## config.mk

```make
export PLATFORM = sky130hd
export DESIGN_NAME = pcfg_bank
export DESIGN_NICKNAME = d
export VERILOG_FILES = /design/src/rtl/pcfg_pkg.sv /design/src/rtl/pcfg_sync.sv /design/src/rtl/pcfg_word.sv /design/src/rtl/pcfg_rdsel.sv /design/src/rtl/pcfg_bank.sv
export SDC_FILE = /design/constraint.sdc
export NUM_CORES = 1
export LEC_CHECK = 0
export BUFFER_PORTS_ARGS = -buffer_cell sky130_fd_sc_hd__buf_2
export CORE_UTILIZATION = 30
export DETAILED_ROUTE_END_ITERATION = 8
export GPL_TIMING_DRIVEN = 0
export SYNTH_ARGS = -nofsm -noshare
export SYNTH_HDL_FRONTEND = slang
export SYNTH_HIERARCHICAL = 1
export SYNTH_SLANG_ARGS = --single-unit
```

## constraint.sdc

```tcl
create_clock -name clk -period 2.2 [get_ports clk]
set_input_delay 0.22 -clock clk [delete_from_list [all_inputs] [get_ports clk]]
set_output_delay 0.22 -clock clk [all_outputs]
set_load 0.05 [all_outputs]
```

## src/rtl/pcfg_pkg.sv

```systemverilog
`timescale 1ns/1ps
package pcfg_pkg;
  localparam int WORD_W = 32;
  localparam logic [WORD_W-1:0] FIELD_MASK = 32'h0700_F707;

  localparam int FUNC_LSB = 0;
  localparam int DIR_BIT  = 8;
  localparam int PU_BIT   = 9;
  localparam int PD_BIT   = 10;
  localparam int FILT_BIT = 12;
  localparam int SLOW_BIT = 13;
  localparam int OD_BIT   = 14;
  localparam int ST_BIT   = 15;
  localparam int EVT_LSB  = 24;

  localparam int OFS_MASK = 'h00;
  localparam int OFS_CFG  = 'h04;
  localparam int OFS_STAT = 'h08;

  typedef struct packed {
    logic [2:0] func;
    logic       dir;
    logic       pu;
    logic       pd;
    logic       filt;
    logic       slow;
    logic       od;
    logic       st;
    logic [2:0] evsel;
  } pin_cfg_t;

  function automatic logic [WORD_W-1:0] keep_fields(input logic [WORD_W-1:0] w);
    return w & FIELD_MASK;
  endfunction

  function automatic pin_cfg_t decode_word(input logic [WORD_W-1:0] w);
    pin_cfg_t c;
    c.func  = w[FUNC_LSB +: 3];
    c.dir   = w[DIR_BIT];
    c.pu    = w[PU_BIT];
    c.pd    = w[PD_BIT];
    c.filt  = w[FILT_BIT];
    c.slow  = w[SLOW_BIT];
    c.od    = w[OD_BIT];
    c.st    = w[ST_BIT];
    c.evsel = w[EVT_LSB +: 3];
    return c;
  endfunction
endpackage

```

## src/rtl/pcfg_sync.sv

```systemverilog
`timescale 1ns/1ps
module pcfg_sync #(
  parameter int WIDTH  = 32,
  parameter int STAGES = 2
) (
  input  logic             clk,
  input  logic             rst_n,
  input  logic [WIDTH-1:0] d_in,
  output logic [WIDTH-1:0] q_out
);
  logic [STAGES-1:0][WIDTH-1:0] stage_q;

  genvar s;
  generate
    for (s = 0; s < STAGES; s++) begin : g_stage
      always_ff @(posedge clk or negedge rst_n) begin
        if (!rst_n) stage_q[s] <= '0;
        else if (s == 0) stage_q[s] <= d_in;
        else stage_q[s] <= stage_q[(s == 0) ? 0 : s-1];
      end
    end
  endgenerate

  assign q_out = stage_q[STAGES-1];
endmodule

```

## src/rtl/pcfg_word.sv

```systemverilog
`timescale 1ns/1ps
module pcfg_word
  import pcfg_pkg::*;
(
  input  logic              clk,
  input  logic              rst_n,
  input  logic              wr_en,
  input  logic [WORD_W-1:0] wdata,
  output logic [WORD_W-1:0] word_q,
  output pin_cfg_t          cfg
);
  always_ff @(posedge clk or negedge rst_n) begin
    if (!rst_n) word_q <= '0;
    else if (wr_en) word_q <= keep_fields(wdata);
  end

  assign cfg = decode_word(word_q);
endmodule

```

## src/rtl/pcfg_rdsel.sv

```systemverilog
`timescale 1ns/1ps
module pcfg_rdsel
  import pcfg_pkg::*;
#(
  parameter int NPINS = 32
) (
  input  logic [NPINS-1:0]             sel,
  input  logic [NPINS-1:0][WORD_W-1:0] words,
  output logic [WORD_W-1:0]            word_out
);
  always_comb begin
    word_out = '0;
    for (int i = NPINS-1; i >= 0; i--) begin
      if (sel[i]) word_out = words[i];
    end
  end
endmodule

```

## src/rtl/pcfg_bank.sv

```systemverilog
`timescale 1ns/1ps
module pcfg_bank
  import pcfg_pkg::*;
#(
  parameter int NPINS       = 32,
  parameter int ADDR_W      = 6,
  parameter int SYNC_STAGES = 2
) (
  input  logic                clk,
  input  logic                rst_n,
  input  logic                bus_en,
  input  logic                bus_we,
  input  logic [ADDR_W-1:0]   bus_addr,
  input  logic [31:0]         bus_wdata,
  output logic [31:0]         bus_rdata,
  input  logic [NPINS-1:0]    pad_in,
  output logic [3*NPINS-1:0]  pin_func,
  output logic [NPINS-1:0]    pin_dir,
  output logic [NPINS-1:0]    pin_pu,
  output logic [NPINS-1:0]    pin_pd,
  output logic [NPINS-1:0]    pin_filt,
  output logic [NPINS-1:0]    pin_slow,
  output logic [NPINS-1:0]    pin_od,
  output logic [NPINS-1:0]    pin_schmitt,
  output logic [3*NPINS-1:0]  pin_evsel
);
  logic                         hit_mask, hit_cfg, hit_stat;
  logic                         mask_wr, cfg_wr, rd_en;
  logic [NPINS-1:0]             sel_mask;
  logic [NPINS-1:0][WORD_W-1:0] cfg_words;
  logic [WORD_W-1:0]            cfg_rd_word;
  logic [NPINS-1:0]             pad_sync;
  logic [31:0]                  mask_ext, stat_ext;

  assign hit_mask = (int'(bus_addr) == OFS_MASK);
  assign hit_cfg  = (int'(bus_addr) == OFS_CFG);
  assign hit_stat = (int'(bus_addr) == OFS_STAT);
  assign mask_wr  = bus_en && bus_we && hit_mask;
  assign cfg_wr   = bus_en && bus_we && hit_cfg;
  assign rd_en    = bus_en && !bus_we;

  always_ff @(posedge clk or negedge rst_n) begin
    if (!rst_n) sel_mask <= '0;
    else if (mask_wr) sel_mask <= bus_wdata[NPINS-1:0];
  end

  genvar p;
  generate
    for (p = 0; p < NPINS; p++) begin : g_pin
      pin_cfg_t cfg_p;
      pcfg_word u_word (
        .clk    (clk),
        .rst_n  (rst_n),
        .wr_en  (cfg_wr && sel_mask[p]),
        .wdata  (bus_wdata),
        .word_q (cfg_words[p]),
        .cfg    (cfg_p)
      );
      assign pin_func[3*p +: 3]  = cfg_p.func;
      assign pin_dir[p]          = cfg_p.dir;
      assign pin_pu[p]           = cfg_p.pu;
      assign pin_pd[p]           = cfg_p.pd;
      assign pin_filt[p]         = cfg_p.filt;
      assign pin_slow[p]         = cfg_p.slow;
      assign pin_od[p]           = cfg_p.od;
      assign pin_schmitt[p]      = cfg_p.st;
      assign pin_evsel[3*p +: 3] = cfg_p.evsel;
    end
  endgenerate

  pcfg_rdsel #(.NPINS(NPINS)) u_rdsel (
    .sel      (sel_mask),
    .words    (cfg_words),
    .word_out (cfg_rd_word)
  );

  pcfg_sync #(.WIDTH(NPINS), .STAGES(SYNC_STAGES)) u_sync (
    .clk   (clk),
    .rst_n (rst_n),
    .d_in  (pad_in),
    .q_out (pad_sync)
  );

  always_comb begin
    mask_ext = '0;
    mask_ext[NPINS-1:0] = sel_mask;
    stat_ext = '0;
    stat_ext[NPINS-1:0] = pad_sync;
  end

  always_comb begin
    bus_rdata = '0;
    if (rd_en) begin
      if (hit_mask)      bus_rdata = mask_ext;
      else if (hit_cfg)  bus_rdata = cfg_rd_word;
      else if (hit_stat) bus_rdata = stat_ext;
    end
  end
endmodule

```

==> out/results.env <==
STATUS='finished, violations left'
VIOLATIONS='setup timing'
FINALNETCOUNT=4974
VIAS_PER_CELL=4.55
TIMING.SETUP.TNS_PS=-46950
AVERAGE_WIRE_PER_CELL_IN_THE_ROUTED_DESIGN_UM=22.9
GRT_OVERFLOW_TOTAL=0
SHARE_OF_SYNTHESIZED_REGISTERS_CARRYING_AN_ASYNC_SET_OR_RESET=1.00
PATH_MAX_FANOUT=8
LAYOUT_CELL_SHARE_WITH_DRIVE_STRENGTH_BEYOND_1=0.560
TIMING.FINAL.CRIT_SHARE=1.72
ROW_COUNT=128
ANT_NETS=0
IO_BUFFERS=520
FF2FF_SETUP_SLACK_PS=330
YOSYSSEQAREASHARE=0.345
END_KIND='primary output'
WIRE_LENGTH_OF_THE_FIRST_GLOBAL_ROUTING_PASS_UM=212000
MOST-COMMON-LAYOUT-CELLS='buf_4, conb_1, buf_2, dfrtp_1, mux2_4'
AVGSYNTHCELLAREA_UM2=10.2
MAXIMUM_NUMBER_OF_PINS_ON_ONE_NET_BEFORE_GLOBAL_ROUTE_REPAIR=118
MAXCLOCKFREQUENCY_MHz=265
SEQ_AREA_MM2=0.0128
SYNTH_TOP_CELLS_BY_AREA='dfrtp_1, buf_4, mux2_4'
DIE_WIDTH_UM=354
H-TREE-DEPTH=3
PLACE_HPWL_UM=116000
FLOORPLAN.DIE_AREA_MM2=0.125
BUFFER_CELL_DRIVING_THE_CLOCK_TREE_ROOT='clkbuf_16'
START_UTIL=0.304
YS.WARNINGS.COUNT=6
CORE_AREA_MM2=0.122
FILLER_CELL_COUNT=11800
PLACE.DETAILED.INSTANCES=6353
FINALCLOCKSKEW_PS=24.2
IOPINCOUNT=522
CRITICAL_PATH.STARTPOINT_TYPE='register'
FINAL_AREA_MM2=0.0509
MOSTFREQUENTLAYOUTCELL='buf_4'
GPL.FINAL_WEIGHTED_CONGESTION=0.885
TOTAL_CTS_BUFFERS=70
P_PER_AREA_mW_PER_MM2=631
FINALHOLDVIOLATIONS=0
POWER.TOTAL_mW=32.1
CTS-ROOT-TO-SINK-BUFFERS=3
NUMBER_OF_ENABLE_TYPE_REGISTER_CELLS_IN_THE_SYNTHESIZED_NETLIST=0
ARRIVAL_PS=3550
YS_TYPES=58
GRT_USAGE=0.235
POST_SYNTH_INSTANCE_AREA_MM2=0.0371
ANTENNA_FOUND_INITIAL=4
NUMBER_OF_GLOBAL_ROUTE_VIAS_BEFORE_REPAIR=29208
MAX_SLEW_VIOLATIONS=0
RSZ0062_AT_GRT='true'
TRITONCTS='yes'
YOSYSTOPAREACELL='dfrtp_1'
INSERTEDDIODECOUNT=0
VDD.IR_DROP.WORST_V=0.000482
SETUP_VIOL_COUNT_FINAL=32
POST-ROUTE-WORST-SETUP-SLACK_PS=-1570
CLK_LATENCY_PS=650
CAP_VIOL_MAX_COUNT=0
MULTIINPUTGATEAREA_MM2=0.0201
SYNTH_FLOP_CELL='dfrtp_1'
VIA_COUNT=29926
WORST_EP_REQUIRED_TIME_PS=1980
TIGHTEST_SLEW_PS=1030
UTILIZATION=0.417
DRT_PASS1_ITERATIONS=5
DRT-TOTAL-WL_UM=151000
POSTPLACECELLAREA_MM2=0.0443
LAYOUT.CELLS.NON_FILLER=6578
TIMING_WORST_SETUP_PATH_TYPE='register to primary output'
POST-ROUTE-DRC-COUNT=0
FIRST_ITERATION_DETAILED_ROUTING_DRC_COUNT=2029
TRITONCTS_NUM_SINKS=512
HOLD_PATH_CLASS='input port to register'
FP.DIEH_UM=354
SYN_INST=3628
POWER.LEAKAGE_nW=26.1
YS_FF_LATCH=512
FLOW.AREA_GROWTH_FROM_SYNTHESIS_PCT=37.1
MIN_PERIOD_PS=3770
MAX_SLEW_MARGIN=0.313
CLKSLEWWORSTSETUPHOLDPATHS_PS=60
SYNTH_TOP_CELL_AREA_SHARE=0.345
[synthesized netlist by cell type, types with 39 or more instances]
cell      instances
buf_6            39
mux2_2          126
nor2_1           43
a221oi_1        122
a21oi_1         102
clkbuf_1        160
nand2b_1         39
buf_4          1056
inv_1            39
o22ai_1         152
mux2_4          320
o221ai_1         62
a22oi_1          61
o21ai_0          70
dfrtp_1         512
nand2_1         142
nand3_1          60
nor2b_1          42
[area by class of cell]
cell class,count,area share
inverters,41,0.00305
flip-flops and latches,512,0.252
multi-input cells,2371,0.395
well taps,1625,0.0399
repair buffers,629,0.0782
clock inverters,35,0.00728
clock buffers,90,0.0375
plain buffers,1275,0.187
[sequential cells by signal, indices dropped and copies added (netlist names)]
| register | flops |
|---|---|
| g_pin.u_word/word_q | 416 |
| mask_ext | 32 |
| u_sync/q_out | 32 |
| u_sync/stage_q | 32 |
[critical path, cell delays in order, from the launching register on]
cell      delay, ps
dfrtp_2         450
or3_4           420
nor3_4          150
buf_12          160
buf_12          130
buf_4           120
o221ai_2        100
nor4_4          430
o311ai_4        180
o21ai_4         190
nor2b_2          80
a21oi_2         130
o211a_4         190
buf_8           150
[routing by layer]
metal / track usage / vias up / wire (um)
met5: 0 / - / 0
met4: 0.0689 / 0 / 4470
met3: 0.0474 / 171 / 9920
met1: 0.307 / 14782 / 65300
met2: 0.389 / 957 / 71100
li1: - / 14016 / -
[where the power goes]
group / switching, mW / internal [mW] / total (mW)
Combinational: 6.48 / 4.27 / 10.8
Sequential: 0.204 / 9.60 / 9.80
Clock: 4.89 / 6.67 / 11.6
[logic make-up (layout without fill, tap and decap cells)]
group / Yosys count / count (layout) / synth area share
buffers and inverters: 1321 / 2070 / 0.249
DFF: 512 / 512 / 0.345
muxes: 448 / 448 / 0.168
AOI/OAI and AO/OA: 803 / 803 / 0.163
other: 32 / 608 / 0.00324
and+or+nand+nor: 512 / 512 / 0.0720
[timing repair]
item,in CTS,in global routing
gates cloned,1,0
gates resized for setup,650,144
pin swaps,60,36
setup endpoints to repair,430,81
hold buffers,52,0
setup buffers,27,25
hold endpoints to repair,153,0
[through the flow]
stage	hold slack [ps]	worst slack, ps
after detailed placement	329	-2570
after global routing	191	-1660
after CTS	157	-1710
after floorplan	-75.6	-312
after global placement	329	-10220
final	208	-1570
[path summary, 6_finish.rpt]
check | startpoint | cells past startpoint | end
setup / recovery | mask_ext[22] | 13 | bus_rdata[13]
hold / removal | pad_in[8] | 2 | u_sync/stage_q[8]
setup reg to reg | mask_ext[13] | 5 | g_pin[13].u_word/word_q[15]
hold reg to reg | u_sync/stage_q[23] | 0 | u_sync/q_out[23]
max in group asynchronous | rst_n | 4 | mask_ext[22]
min in group asynchronous | rst_n | 2 | g_pin[10].u_word/word_q[8]
No activity file was read; power rests on OpenSTA's default activity.
